--- src/rtl/lpr_pkg.sv ---
package lpr_pkg;

    typedef enum logic [1:0] {
        ST_IDLE  = 2'd0,
        ST_COUNT = 2'd1,
        ST_FIRED = 2'd2
    } lpr_state_e;

    typedef struct packed {
        logic run;    // advance the counters on a tick
        logic clear;  // hold both counter stages at zero
    } lpr_ctl_t;

    // base periods needed for the selected delay (2:3 ratio)
    function automatic int unsigned bases_for(input logic long_sel, input int unsigned unit);
        return long_sel ? 3 * unit : 2 * unit;
    endfunction

endpackage

--- src/rtl/lpr_sync.sv ---
module lpr_sync #(
    parameter int W = 2
) (
    input  logic         clk,
    input  logic         rst,
    input  logic [W-1:0] d_async,
    output logic [W-1:0] q_sync
);
    // per-line two-flop synchroniser, resets to released (high)
    for (genvar i = 0; i < W; i++) begin : g_line
        logic meta, stab;
        always_ff @(posedge clk) begin
            if (rst) begin
                meta <= 1'b1;
                stab <= 1'b1;
            end else begin
                meta <= d_async[i];
                stab <= meta;
            end
        end
        assign q_sync[i] = stab;
    end
endmodule

--- src/rtl/lpr_prescale.sv ---
module lpr_prescale #(
    parameter int PRE_DIV = 1250
) (
    input  logic                clk,
    input  logic                rst,
    input  lpr_pkg::lpr_ctl_t   ctl,
    input  logic                tick,
    output logic                base_stb
);
    if (PRE_DIV <= 1) begin : g_direct
        assign base_stb = ctl.run & tick;
    end else begin : g_div
        localparam int PW = $clog2(PRE_DIV);
        localparam logic [PW-1:0] LAST = PW'(PRE_DIV - 1);
        logic [PW-1:0] cnt;
        always_ff @(posedge clk) begin
            if (rst || ctl.clear) begin
                cnt <= '0;
            end else if (ctl.run && tick) begin
                cnt <= (cnt == LAST) ? '0 : cnt + 1'b1;
            end
        end
        assign base_stb = ctl.run & tick & (cnt == LAST);
    end
endmodule

--- src/rtl/lpr_basecnt.sv ---
module lpr_basecnt #(
    parameter int UNIT = 3
) (
    input  logic              clk,
    input  logic              rst,
    input  lpr_pkg::lpr_ctl_t ctl,
    input  logic              base_stb,
    input  logic              long_sel,
    output logic              done
);
    localparam int BW = $clog2(3 * UNIT + 1);
    logic [BW-1:0] cnt;
    logic [BW-1:0] last;

    assign last = BW'(lpr_pkg::bases_for(long_sel, UNIT) - 1);

    always_ff @(posedge clk) begin
        if (rst || ctl.clear) begin
            cnt <= '0;
        end else if (base_stb && !done) begin
            cnt <= cnt + 1'b1;
        end
    end

    assign done = base_stb & (cnt == last);
endmodule

--- src/rtl/lpr_ctrl.sv ---
module lpr_ctrl (
    input  logic              clk,
    input  logic              rst,
    input  logic              both_held,
    input  logic              sel_in,
    input  logic              done,
    output lpr_pkg::lpr_ctl_t ctl,
    output logic              sel_q,
    output logic              fired
);
    import lpr_pkg::*;
    lpr_state_e state, nxt;

    always_comb begin
        nxt = state;
        case (state)
            ST_IDLE:  if (both_held) nxt = ST_COUNT;
            ST_COUNT: if (!both_held) nxt = ST_IDLE;
                      else if (done) nxt = ST_FIRED;
            ST_FIRED: if (!both_held) nxt = ST_IDLE;
            default:  nxt = ST_IDLE;
        endcase
    end

    always_ff @(posedge clk) begin
        if (rst) begin
            state <= ST_IDLE;
            sel_q <= 1'b0;
        end else begin
            state <= nxt;
            if (state == ST_IDLE && both_held) sel_q <= sel_in;
        end
    end

    assign ctl.run   = (state == ST_COUNT) && both_held;
    assign ctl.clear = (state != ST_COUNT);
    assign fired     = (state == ST_FIRED);
endmodule

--- src/rtl/lp_reset_timer.sv ---
module lp_reset_timer #(
    parameter int PRE_DIV = 1250,
    parameter int UNIT    = 3
) (
    input  logic clk,
    input  logic rst,
    input  logic tick,
    input  logic btn_a_n,
    input  logic btn_b_n,
    input  logic dly_long,
    output logic rst_sink_en,
    output logic rst_out
);
    logic [1:0]        btn_s;
    logic              both_held;
    logic              sel_q, base_stb, done, fired;
    lpr_pkg::lpr_ctl_t ctl;

    lpr_sync #(.W(2)) i_sync (
        .clk(clk), .rst(rst), .d_async({btn_b_n, btn_a_n}), .q_sync(btn_s)
    );

    assign both_held = ~btn_s[0] & ~btn_s[1];

    lpr_ctrl i_ctrl (
        .clk(clk), .rst(rst), .both_held(both_held), .sel_in(dly_long),
        .done(done), .ctl(ctl), .sel_q(sel_q), .fired(fired)
    );

    lpr_prescale #(.PRE_DIV(PRE_DIV)) i_pre (
        .clk(clk), .rst(rst), .ctl(ctl), .tick(tick), .base_stb(base_stb)
    );

    lpr_basecnt #(.UNIT(UNIT)) i_base (
        .clk(clk), .rst(rst), .ctl(ctl), .base_stb(base_stb),
        .long_sel(sel_q), .done(done)
    );

    assign rst_sink_en = fired;
    assign rst_out     = fired;
endmodule

--- config.mk ---
export PLATFORM = sky130hd
export DESIGN_NAME = lp_reset_timer
export DESIGN_NICKNAME = d
export VERILOG_FILES = /design/src/rtl/lpr_pkg.sv /design/src/rtl/lpr_sync.sv /design/src/rtl/lpr_prescale.sv /design/src/rtl/lpr_basecnt.sv /design/src/rtl/lpr_ctrl.sv /design/src/rtl/lp_reset_timer.sv
export SDC_FILE = /design/constraint.sdc
export NUM_CORES = 1
export LEC_CHECK = 0
export ABC_AREA = 1
export BUFFER_PORTS_ARGS = -buffer_cell sky130_fd_sc_hd__buf_2
export CAP_MARGIN = 20
export CORE_MARGIN = 4
export CORE_UTILIZATION = 40
export CTS_BUF_LIST = sky130_fd_sc_hd__clkbuf_16
export DETAILED_ROUTE_END_ITERATION = 16
export PLACE_DENSITY = 0.59
export SETUP_SLACK_MARGIN = 0.5
export SLEW_MARGIN = 20
export SYNTH_ARGS = -nofsm -noshare
export SYNTH_HDL_FRONTEND = slang
export SYNTH_SLANG_ARGS = --single-unit
--- constraint.sdc ---
create_clock -name clk -period 1.7 [get_ports clk]
set_input_delay 0 -clock clk [delete_from_list [all_inputs] [get_ports clk]]
set_output_delay 0 -clock clk [all_outputs]
set_load 0.01 [all_outputs]
==> results.sh <==
export IMPL_die_area_um2=3830
export IMPL_slew_headroom_pct=84.1
export IMPL_final_antenna_net_count=0
export IMPL_seqCellArea_um2=455
export IMPL_pwr_share_seq_pct=43.0
export IMPL_grt_use_total_pct=13.9
export IMPL_gp_congestion=0.851
export IMPL_final_setup_tns_ns=0
export IMPL_p_int_w=0.00100
export IMPL_drt_total_wl_mm=2.54
export IMPL_fin_skew_ns=0.00223
export IMPL_cts_sinks=22
export IMPL_drtPass1Iterations=4
export IMPL_root_buffer="clkbuf_16"
export IMPL_finalSetupViolCount=0
export IMPL_multi_input_area_um2=716
export IMPL_yosysWarnings=0
export IMPL_antenna_found_initial=0
export IMPL_min_delay_start="dly_long"
export IMPL_coreArea_um2=2760
export IMPL_synth_compound_area_share_pct=6.78
export IMPL_wl_met2_mm=1.26
export IMPL_die_w_um=61.9
export IMPL_vdd_ir_drop_max_mv=0.549
export IMPL_synthCells=165
export IMPL_holdPathStages=3
export IMPL_io_buffers=7
export IMPL_row_count=19
export IMPL_pwr_share_clk_pct=55.0
export IMPL_combinationalPowerShare_pct=2.0
export IMPL_cts_path_max_buffers=2
export IMPL_pwr_density_cell_nw_per_um2=757
export IMPL_cap_violations=0
export IMPL_mostFrequentLayoutCell="nand2_1"
export IMPL_viasPerCell=4.86
export IMPL_status="finished, final reports clean"
export IMPL_cp_data_required_time_ns=1.84
export IMPL_wl_per_cell_um=11.5
export IMPL_final_area_um2=1600
export IMPL_num_vias=1073
export IMPL_r2r_end="i_base.cnt[2]"
export IMPL_ios=8
export IMPL_drt_initial_drc_count=22
export IMPL_holdPathEnd="i_ctrl.sel_q"
export IMPL_r2r_start="i_pre.g_div.cnt[1]"
export IMPL_critPathLaunchType="flop"
export IMPL_placed_cell_area_um2=1240
export IMPL_layout_drive_gt1_share_pct=41.1
export IMPL_grt_overflow=0
export IMPL_leakagePower_nw=0.662
export IMPL_criticalPathCategory="flop to flop"
export IMPL_syn_to_final_growth_pct=37.8
export IMPL_r2r_slack_ns=0.45
export IMPL_setup_worst_path_start="i_pre.g_div.cnt[1]"
export IMPL_grt_max_degree=14
export IMPL_avgSynthCellArea_um2=7.04
export IMPL_synth_area_um2=1160
export IMPL_wl_met1_mm=1.19
export IMPL_synthAdderAreaFrac_pct=3.23
export IMPL_htreeDepth=1
export IMPL_clk_pin_slew_ns=0.06
export IMPL_die_h_um=61.9
export IMPL_ff2ff_path_depth=9
export IMPL_timing_fmax_ghz=0.799
export IMPL_drc=0
export IMPL_critPathMaxFanout=5
export IMPL_cts_tree="yes"
export IMPL_fin_crit_sh_pct=73.6
export IMPL_end_kind="flop"
export IMPL_ys_seq_area_share_pct=37.9
export IMPL_top_layer_used="met4"
export IMPL_synth_mux_area_share_pct=0
export IMPL_power_switching_w=0.000212
export IMPL_dp_cells=202
export IMPL_dr_wl_met3_um=44
export IMPL_min_path_type="input pin to flop"
export IMPL_diodes=0
export IMPL_synth_xor_area_share_pct=3.01
export IMPL_finalHoldViolations=0
export IMPL_swShare_pct=17.5
export IMPL_arrival_ns=1.39
export IMPL_max_slew_worst_pin_slew_ns=0.238
export IMPL_dp_hpwl_mm=1.70
export IMPL_rsz0062_at_grt="yes"
export IMPL_min_period_ns=1.25
export IMPL_drv_slew=0
export IMPL_layout_common_cells="nand2_1, inv_1, nor2_1"
export IMPL_fin_cells=221
export IMPL_yosysUniqueCellTypes=22
export IMPL_fin_util_pct=58.1
export IMPL_clk_latency_ns=0.26
export IMPL_synth_top_family_by_area="simple AND/OR/NAND/NOR gates"
export IMPL_nFillCells=256
export IMPL_start_util_pct=42.2
export IMPL_p_total_w=0.00121
export IMPL_synth_nets=174
export IMPL_nets=200
export IMPL_grt_pass1_wl_mm=3.96
export IMPL_grt_pass1_vias=923
export IMPL_yosys_area_share_simple_pct=38.8
export IMPL_ys_ff_latch=22
export IMPL_cts_made_buffers=3
-- layout make-up --
| type | instances | share of cell area, % |
|---|---|---|
| Multi-Input combinational cell | 112 | 44.7 |
| Inverter | 30 | 7.19 |
| Tap cell | 31 | 2.42 |
| Sequential cell | 22 | 28.4 |
| Clock buffer | 3 | 4.69 |
| Timing Repair Buffer | 22 | 10.7 |
| Clock inverter | 1 | 1.87 |
-- state kept, by name, summed over array words and instances, names as in the netlist --
name	flops
i_sync.g_line.meta	2
i_ctrl.sel_q	1
i_sync.g_line.stab	2
i_base.cnt	4
i_ctrl.state	2
i_pre.g_div.cnt	11
-- worst max-delay path by stage --
stage,end,slack [ns],cells after the start
2_1_floorplan,i_pre.g_div.cnt[10],0.50,8
3_3_place_gp,i_pre.g_div.cnt[7],0.37,8
3_5_place_dp,i_pre.g_div.cnt[7],0.34,7
4_1_cts,i_base.cnt[2],0.43,9
5_1_grt,i_base.cnt[2],0.36,9
6_report,i_base.cnt[2],0.45,9
-- synthesized netlist by cell type --
| cell type | instances | area [um^2] |
|---|---|---|
| nand2_1 | 36 | 135 |
| buf_4 | 1 | 7.51 |
| nor2_2 | 1 | 6.26 |
| inv_2 | 1 | 3.75 |
| a211oi_1 | 1 | 7.51 |
| a31oi_1 | 1 | 6.26 |
| nand4_1 | 8 | 50.1 |
| nand2_2 | 3 | 18.8 |
| nor2_1 | 20 | 75.1 |
| ha_1 | 3 | 37.5 |
| inv_1 | 29 | 109 |
| nand3b_1 | 1 | 7.51 |
| nor2_4 | 3 | 33.8 |
| nor3_1 | 3 | 15.0 |
| o21ai_0 | 3 | 15.0 |
| nand2_4 | 1 | 11.3 |
| a21oi_1 | 10 | 50.1 |
| or2_2 | 4 | 25.0 |
| xor2_1 | 4 | 35.0 |
| nand3_1 | 8 | 40.0 |
| dfxtp_1 | 22 | 440 |
| nor3_4 | 2 | 32.5 |
-- power by group through the flow --
stage          Combinational (W)  Clock, W  Sequential (W)
4_1_cts                0.0000225  0.000674        0.000520
3_5_place_dp           0.0000164         0        0.000533
5_1_grt                0.0000267  0.000690        0.000521
3_3_place_gp           0.0000158         0        0.000533
6_report               0.0000246  0.000667        0.000521
2_1_floorplan         0.00000710         0        0.000533
-- cells by family after synthesis --
logic type | after synthesis
AND/OR/NAND/NOR | 90
buffers and inverters | 31
flip-flops | 22
AO/OA/AOI/OAI | 15
XOR/XNOR | 4
adder cells (fa/ha/maj) | 3
-- per-stage QoR --
stage / setup slack, ns / hold slack (ns)
after floorplan: 0.499 / 0.0691
after global placement: 0.368 / 0.188
after detailed placement: 0.337 / 0.191
after CTS: 0.428 / 0.0247
after global routing: 0.356 / 0.0430
final: 0.448 / 0.0213
-- per-layer routing --
layer,vias up,global-route usage (%)
li1,569,-
met1,495,18.5
met2,4,22.4
met3,5,2.48
met4,0,5.45
met5,-,0
-- worst max-delay path, stage by stage (launching register included) --
cell	delay, ns
dfxtp_2	0.34
inv_2	0.07
ha_4	0.13
inv_2	0.03
nor2_1	0.08
nand2_1	0.09
nor2_4	0.15
nand3_4	0.11
nand2_1	0.09
a21oi_2	0.05
-- what timing repair did --
item / in CTS / in global routing
hold buffers: 3 / 0
endpoints found under the hold margin: 4 / 0
endpoints found under the setup margin: 17 / 17
resized for setup: 23 / 27
setup buffers: 6 / 6
pin swaps: 12 / 13
(Power assumes the default switching activity.)
